### src/rtl/sercom_pkg.sv
package sercom_pkg;
    localparam int BYTE_W = 8;
    localparam int OFFS_W = 6;

    typedef enum logic [3:0] {
        SEL_NONE, SEL_MODE, SEL_BRATE, SEL_CTRL, SEL_TXD,
        SEL_STAT, SEL_FCTL, SEL_RXCNT, SEL_PORT, SEL_LINE
    } sel_e;

    localparam logic [BYTE_W-1:0] MODE_KEEP_FIFO = 8'h7B;
    localparam logic [BYTE_W-1:0] CTRL_KEEP_FIFO = 8'hFA;
    localparam logic [BYTE_W-1:0] RST_BRATE      = 8'hFF;
    localparam logic [BYTE_W-1:0] RST_CTRL       = 8'h20;

    localparam int CTRL_TXEN = 5;
    localparam int CTRL_TIE  = 7;

    // status bit positions, decoded by software
    localparam int ST_TEND = 6;
    localparam int ST_TDE  = 5;
    localparam int ST_BRK  = 4;
    localparam int ST_RXF  = 1;
    localparam int ST_DRDY = 0;

    typedef struct packed {
        logic tend;
        logic tde;
        logic brk;
        logic rxf;
        logic drdy;
    } flags_t;

    function automatic logic [BYTE_W-1:0] stat_image(flags_t f);
        logic [BYTE_W-1:0] b;
        b          = '0;
        b[ST_TEND] = f.tend;
        b[ST_TDE]  = f.tde;
        b[ST_BRK]  = f.brk;
        b[ST_RXF]  = f.rxf;
        b[ST_DRDY] = f.drdy;
        return b;
    endfunction
endpackage

### src/rtl/sercom_addr_decode.sv
module sercom_addr_decode
    import sercom_pkg::*;
#(
    parameter bit FIFO_MODE = 1'b1
) (
    input  logic [OFFS_W-1:0] addr,
    output sel_e              sel,
    output logic              hit
);
    always_comb begin
        sel = SEL_NONE;
        case (addr)
            6'h00: sel = SEL_MODE;
            6'h04: sel = SEL_BRATE;
            6'h08: sel = SEL_CTRL;
            6'h0C: sel = SEL_TXD;
            6'h10: sel = FIFO_MODE ? SEL_STAT  : SEL_NONE;
            6'h18: sel = FIFO_MODE ? SEL_FCTL  : SEL_NONE;
            6'h1C: sel = FIFO_MODE ? SEL_RXCNT : SEL_NONE;
            6'h20: sel = FIFO_MODE ? SEL_PORT  : SEL_NONE;
            6'h24: sel = FIFO_MODE ? SEL_LINE  : SEL_NONE;
            default: sel = SEL_NONE;
        endcase
        hit = (sel != SEL_NONE);
    end
endmodule

### src/rtl/sercom_status_flags.sv
module sercom_status_flags
    import sercom_pkg::*;
(
    input  logic              clk,
    input  logic              rst_n,
    input  logic              set_tend,
    input  logic              clr_tde,
    input  logic              rearm,
    input  logic              wr_en,
    input  logic [BYTE_W-1:0] wr_keep,
    output flags_t            flags_q
);
    flags_t flags_d;

    always_comb begin
        flags_d = flags_q;
        if (wr_en) begin
            flags_d.tend = flags_q.tend & wr_keep[ST_TEND];
            flags_d.tde  = flags_q.tde  & wr_keep[ST_TDE];
            flags_d.brk  = flags_q.brk  & wr_keep[ST_BRK];
            flags_d.rxf  = flags_q.rxf  & wr_keep[ST_RXF];
            flags_d.drdy = flags_q.drdy & wr_keep[ST_DRDY];
        end
        if (set_tend) flags_d.tend = 1'b1;
        if (clr_tde)  flags_d.tde  = 1'b0;
        if (rearm) begin
            flags_d.tend = 1'b1;
            flags_d.tde  = 1'b1;
        end
    end

    always_ff @(posedge clk) begin
        if (!rst_n) begin
            flags_q <= '{tend: 1'b1, tde: 1'b1, brk: 1'b0, rxf: 1'b0, drdy: 1'b0};
        end else begin
            flags_q <= flags_d;
        end
    end
endmodule

### src/rtl/sercom_regfile.sv
module sercom_regfile
    import sercom_pkg::*;
#(
    parameter bit FIFO_MODE = 1'b1,
    parameter int CNT_W     = 5
) (
    input  logic              clk,
    input  logic              rst_n,
    input  logic              bus_valid,
    input  logic              bus_write,
    input  logic [OFFS_W-1:0] bus_addr,
    input  logic [BYTE_W-1:0] bus_wdata,
    output logic [BYTE_W-1:0] bus_rdata,
    output logic              bus_err,
    input  logic [CNT_W-1:0]  rx_count,
    output logic              tx_strobe,
    output logic [BYTE_W-1:0] tx_byte,
    output logic              tx_irq
);
    localparam logic [BYTE_W-1:0] MODE_KEEP = FIFO_MODE ? MODE_KEEP_FIFO : '1;
    localparam logic [BYTE_W-1:0] CTRL_KEEP = FIFO_MODE ? CTRL_KEEP_FIFO : '1;
    localparam logic [BYTE_W-1:0] RST_TXD   = FIFO_MODE ? '0 : '1;

    typedef struct packed {
        logic [BYTE_W-1:0] mode;
        logic [BYTE_W-1:0] brate;
        logic [BYTE_W-1:0] ctrl;
        logic [BYTE_W-1:0] txd;
        logic [BYTE_W-1:0] fctl;
        logic [BYTE_W-1:0] port;
        logic [BYTE_W-1:0] rdata;
        logic              err;
        logic              strobe;
        logic              irq;
    } regs_t;

    regs_t  regs_d, regs_q;
    sel_e   sel;
    logic   hit;
    logic   rd, wr;
    flags_t flags_q;

    sercom_addr_decode #(.FIFO_MODE(FIFO_MODE)) dec_i (
        .addr (bus_addr),
        .sel  (sel),
        .hit  (hit)
    );

    assign rd = bus_valid && !bus_write;
    assign wr = bus_valid &&  bus_write;

    sercom_status_flags flags_i (
        .clk      (clk),
        .rst_n    (rst_n),
        .set_tend (wr && sel == SEL_CTRL && !bus_wdata[CTRL_TXEN]),
        .clr_tde  (wr && sel == SEL_TXD),
        .rearm    (rd && sel == SEL_STAT && regs_q.ctrl[CTRL_TXEN]),
        .wr_en    (wr && sel == SEL_STAT),
        .wr_keep  (bus_wdata),
        .flags_q  (flags_q)
    );

    always_comb begin
        regs_d        = regs_q;
        regs_d.err    = bus_valid && !hit;
        regs_d.strobe = 1'b0;
        if (wr) begin
            case (sel)
                SEL_MODE:  regs_d.mode  = bus_wdata & MODE_KEEP;
                SEL_BRATE: regs_d.brate = bus_wdata;
                SEL_CTRL: begin
                    regs_d.ctrl = bus_wdata & CTRL_KEEP;
                    if (FIFO_MODE) regs_d.irq = bus_wdata[CTRL_TIE];
                end
                SEL_TXD: begin
                    regs_d.txd    = bus_wdata;
                    regs_d.strobe = 1'b1;
                end
                SEL_FCTL:  regs_d.fctl  = bus_wdata;
                SEL_PORT:  regs_d.port  = bus_wdata;
                default:   ;
            endcase
        end
        if (rd) begin
            case (sel)
                SEL_MODE:  regs_d.rdata = regs_q.mode;
                SEL_BRATE: regs_d.rdata = regs_q.brate;
                SEL_CTRL:  regs_d.rdata = regs_q.ctrl;
                SEL_TXD:   regs_d.rdata = regs_q.txd;
                SEL_STAT:  regs_d.rdata = stat_image(flags_q);
                SEL_FCTL:  regs_d.rdata = regs_q.fctl;
                SEL_RXCNT: regs_d.rdata = BYTE_W'(rx_count);
                SEL_PORT:  regs_d.rdata = regs_q.port;
                SEL_LINE:  regs_d.rdata = '0;
                default:   regs_d.rdata = '1;
            endcase
        end
    end

    always_ff @(posedge clk) begin
        if (!rst_n) begin
            regs_q       <= '0;
            regs_q.brate <= RST_BRATE;
            regs_q.ctrl  <= RST_CTRL;
            regs_q.txd   <= RST_TXD;
        end else begin
            regs_q <= regs_d;
        end
    end

    assign bus_rdata = regs_q.rdata;
    assign bus_err   = regs_q.err;
    assign tx_strobe = regs_q.strobe;
    assign tx_byte   = regs_q.txd;
    assign tx_irq    = regs_q.irq;
endmodule

### config.mk
export PLATFORM = sky130hd
export DESIGN_NAME = sercom_regfile
export DESIGN_NICKNAME = d
export VERILOG_FILES = /design/src/rtl/sercom_pkg.sv /design/src/rtl/sercom_addr_decode.sv /design/src/rtl/sercom_status_flags.sv /design/src/rtl/sercom_regfile.sv
export SDC_FILE = /design/constraint.sdc
export NUM_CORES = 1
export LEC_CHECK = 0
export BUFFER_PORTS_ARGS = -buffer_cell sky130_fd_sc_hd__buf_2
export CAP_MARGIN = 20
export CELL_PAD_IN_SITES_DETAIL_PLACEMENT = 0
export CELL_PAD_IN_SITES_GLOBAL_PLACEMENT = 1
export CORE_MARGIN = 2
export CORE_UTILIZATION = 39
export CTS_CLUSTER_DIAMETER = 150
export DETAILED_ROUTE_END_ITERATION = 10
export PLACE_DENSITY = 0.73
export SLEW_MARGIN = 20
export SYNTH_ARGS = -nofsm -noshare
export SYNTH_HDL_FRONTEND = slang
export SYNTH_SLANG_ARGS = --single-unit
### constraint.sdc
create_clock -name clk -period 1.5 [get_ports clk]
set_input_delay 0.15 -clock clk [delete_from_list [all_inputs] [get_ports clk]]
set_output_delay 0.15 -clock clk [all_outputs]
set_load 0.03 [all_outputs]
==> summary.txt <==
Run status
  – Status: finished, final reports clean

Detailed routing
  – Wirelength per Cell: 15.8 µm
  – Vias: 2,347
  – DRT Pass-1 Iters: 4
  – Drt via density: 5.04
  – Max layer used: met4
  – Number of remaining DRC errors: 0
  – M1 wire length: 3.45 mm
  – Initial drt markers: 114
  – WL met3: 382 µm
  – Met2 routed WL: 3.45 mm
  – Final wirelength: 7.36 mm
  – Remaining antenna violation count: 0

Floorplan
  – Die width: about 89 µm
  – # rows: 31
  – Die height: 89.3 µm
  – DIE AREA: 7980 µm²
  – Std-Cell Core Area: 7140 µm²
  – Ports: between 40 and 50
  – Initial Utilization: 39.8%

Clock tree
  – Worst-Skew Late Latency: between 300 and 400 ps
  – CTS Buf Count: 9
  – CTS clk-pin slew, worst paths: approximately 70 ps
  – CTS tree: done
  – Root Driver: clkbuf_8
  – Clk buf depth: 2
  – Sink Count: 59
  – Hold buffers post-CTS: 0
  – H-tree lvl count: 3

Global route
  – Initial antenna violation count: 0
  – GR Util All Layers: about a fifth
  – Largest net degree at the start of global routing: 59
  – Vias in the first global route: 2,050
  – Grt ovf: 0
  – First-pass GRT wire length: 11.2 mm

Finish
  – Synth-to-Final Area Change: 23.9%
  – N_diodes: 0
  – Share of post-route cells with drive strength above 1: 31.6%
  – Non-Filler Instances: 466
  – Fill cells: 730
  – Nets@finish: 385
  – Finished Cell Area: around 3500 µm²

Timing
  – Slew Viols, Final: 0
  – Crit share post-route: just over 90%
  – Final Skew: 7.72 ps
  – Hold Vio Cnt, Final: 0
  – F_max: 0.713 GHz
  – Worst Max-Slew Pin Slew: roughly 360 ps
  – Tmin final: 1400 ps
  – Worst hold slack: 61.6 ps
  – Worst slew margin: between 70% and 80%
  – RSZ-0062 raised after global routing: no
  – Setup violators final: 0

Worst setup path
  – CP Launch Type: flop
  – Worst R2R Setup Slack: roughly 97 ps
  – Critical Path Fanout Max: 3
  – CP endpoint kind: flop
  – Worst reg2reg startpoint: tx_byte[6]
  – CP required: 1720 ps
  – WP data arrival: 1620 ps
  – CP Launch Point: tx_byte[6]
  – CP Class: flop to flop

Yosys
  – EDFF count, synth: 0
  – Prevailing post-synth register cell: dfxtp_1
  – Area contributors post-synth: dfxtp_1, mux2i_1, nor2b_1, buf_4, nand2_1
  – Number of synthesized register bits: roughly 60
  – Synthesized area per cell: 9.47 µm²
  – Asr flop ratio synth: 0%
  – Synthesized instance count: 300
  – Synthesized area: 2840 µm²
  – Mapped Nets: about 320
  – Synth top area share: between 40% and 50%
  – Cell variety after synth: between 40 and 50
  – Post-synthesis sequential area ratio: slightly above 40%
  – Synth cell count leaders: dfxtp_1, mux2i_1, nor2b_1
  – Top cell type by total area after synthesis: dfxtp_1
  – Synthesis Warnings: 0
  – Count leader, synth: dfxtp_1

Placement
  – Number of port buffers: 41
  – Cell Area, Placed: 3330 µm²
  – DP Wirelength: 5.30 mm
  – Placed Instances: 450
  – Placer Congestion: 0.800

Power and ir drop
  – Leakage power: 1.46 nW
  – Peak supply drop: 0.362 mV
  – P per Cell Area: 931 nW/µm²

Run
  – Max-Cap Viols: 0

Min path
  – Hold Path Class: input port to flop
  – Hold path startpoint: bus_wdata[2]
-- kinds of logic (layout without fill, tap and decap cells) --
group	Yosys count	after routing	synth area share [%]
simple gates	114	114	23.7
flops	59	59	41.6
mux	46	46	17.2
compound gates	45	45	9.96
buf+inv	36	103	7.49
-- worst max-delay path: stages (launching register included) --
cell and delay, ps:
dfxtp_1 330, mux4_2 480, a221oi_1 360, a21oi_1 120
-- layout make-up --
cell class	count	area (µm²)	area share [%]
Multi-Input combinational cell	205	1450	41.3
Sequential cell	59	1180	33.6
Timing Repair Buffer	86	568	16.1
Clock buffer	11	151	4.30
Tap cell	99	124	3.52
Clock inverter	5	37.5	1.07
Inverter	1	3.75	0.107
-- placed cells by master (no fill, tap or decap), types with 2 or more instances in the layout --
| cell type | n |
|---|---|
| dfxtp_1 | 59 |
| buf_4 | 43 |
| mux2i_1 | 41 |
| buf_2 | 41 |
| nor2b_1 | 40 |
| nand2_1 | 25 |
| nand3_1 | 15 |
| o21ai_0 | 13 |
| a21oi_1 | 13 |
| clkbuf_8 | 11 |
| nor2_1 | 9 |
| clkinvlp_4 | 5 |
| a221oi_1 | 4 |
| o211a_1 | 3 |
| and3_1 | 3 |
| mux2_2 | 3 |
| a22oi_1 | 3 |
| nand4b_1 | 3 |
| a31oi_1 | 3 |
| nor2_2 | 2 |
| nand4_1 | 2 |
| o22ai_1 | 2 |
| and2_1 | 2 |
| mux4_2 | 2 |
| nor3_1 | 2 |
| buf_12 | 2 |
-- what timing repair did --
item	CTS	global route
gates resized for setup	0	1
buffers inserted	0	0
setup endpoints to repair	0	1
-- through the flow --
step | total power (W) | utilization [%] | setup WS, ps | TNS [ps]
CTS | 0.00331 | 49.3 | 107 | 0
global route | 0.00342 | 49.3 | 9.79 | 0
detailed placement | 0.00196 | 46.6 | -186 | -1550
floorplan | 0.00182 | - | -75.8 | -1220
global placement | 0.00196 | 46.6 | -147 | -1150
finish | 0.00328 | 49.3 | 96.8 | 0
-- final timing paths --
| check | to | cells past startpoint |
|---|---|---|
| worst min register to register | flags_i.flags_q[1] | 1 |
| worst max-delay path | bus_rdata[6] | 3 |
| worst min-delay path | regs_q[45] | 3 |
| worst max register to register | bus_rdata[6] | 3 |
-- flip-flops by register name, indices dropped and copies added (netlist names) --
name,flops
bus_err,1
bus_rdata,8
flags_i.flags_q,5
regs_q,35
tx_byte,8
tx_irq,1
tx_strobe,1
-- power by group --
group          internal [W]  switching (W)  total, W  leakage [nW]
combinational      0.000138       0.000190  0.000328         0.900
sequential          0.00159     0.00000941   0.00160         0.478
clock              0.000688       0.000664   0.00135        0.0798
total               0.00241       0.000864   0.00328          1.46
-- routing by layer --
metal / vias to the layer above / GRT usage (%)
li1: 1168 / -
met1: 1113 / 27.2
met2: 58 / 28.6
met3: 8 / 5.36
met4: 0 / 5.97
met5: - / 0
No activity file was read; power rests on OpenSTA's default activity.
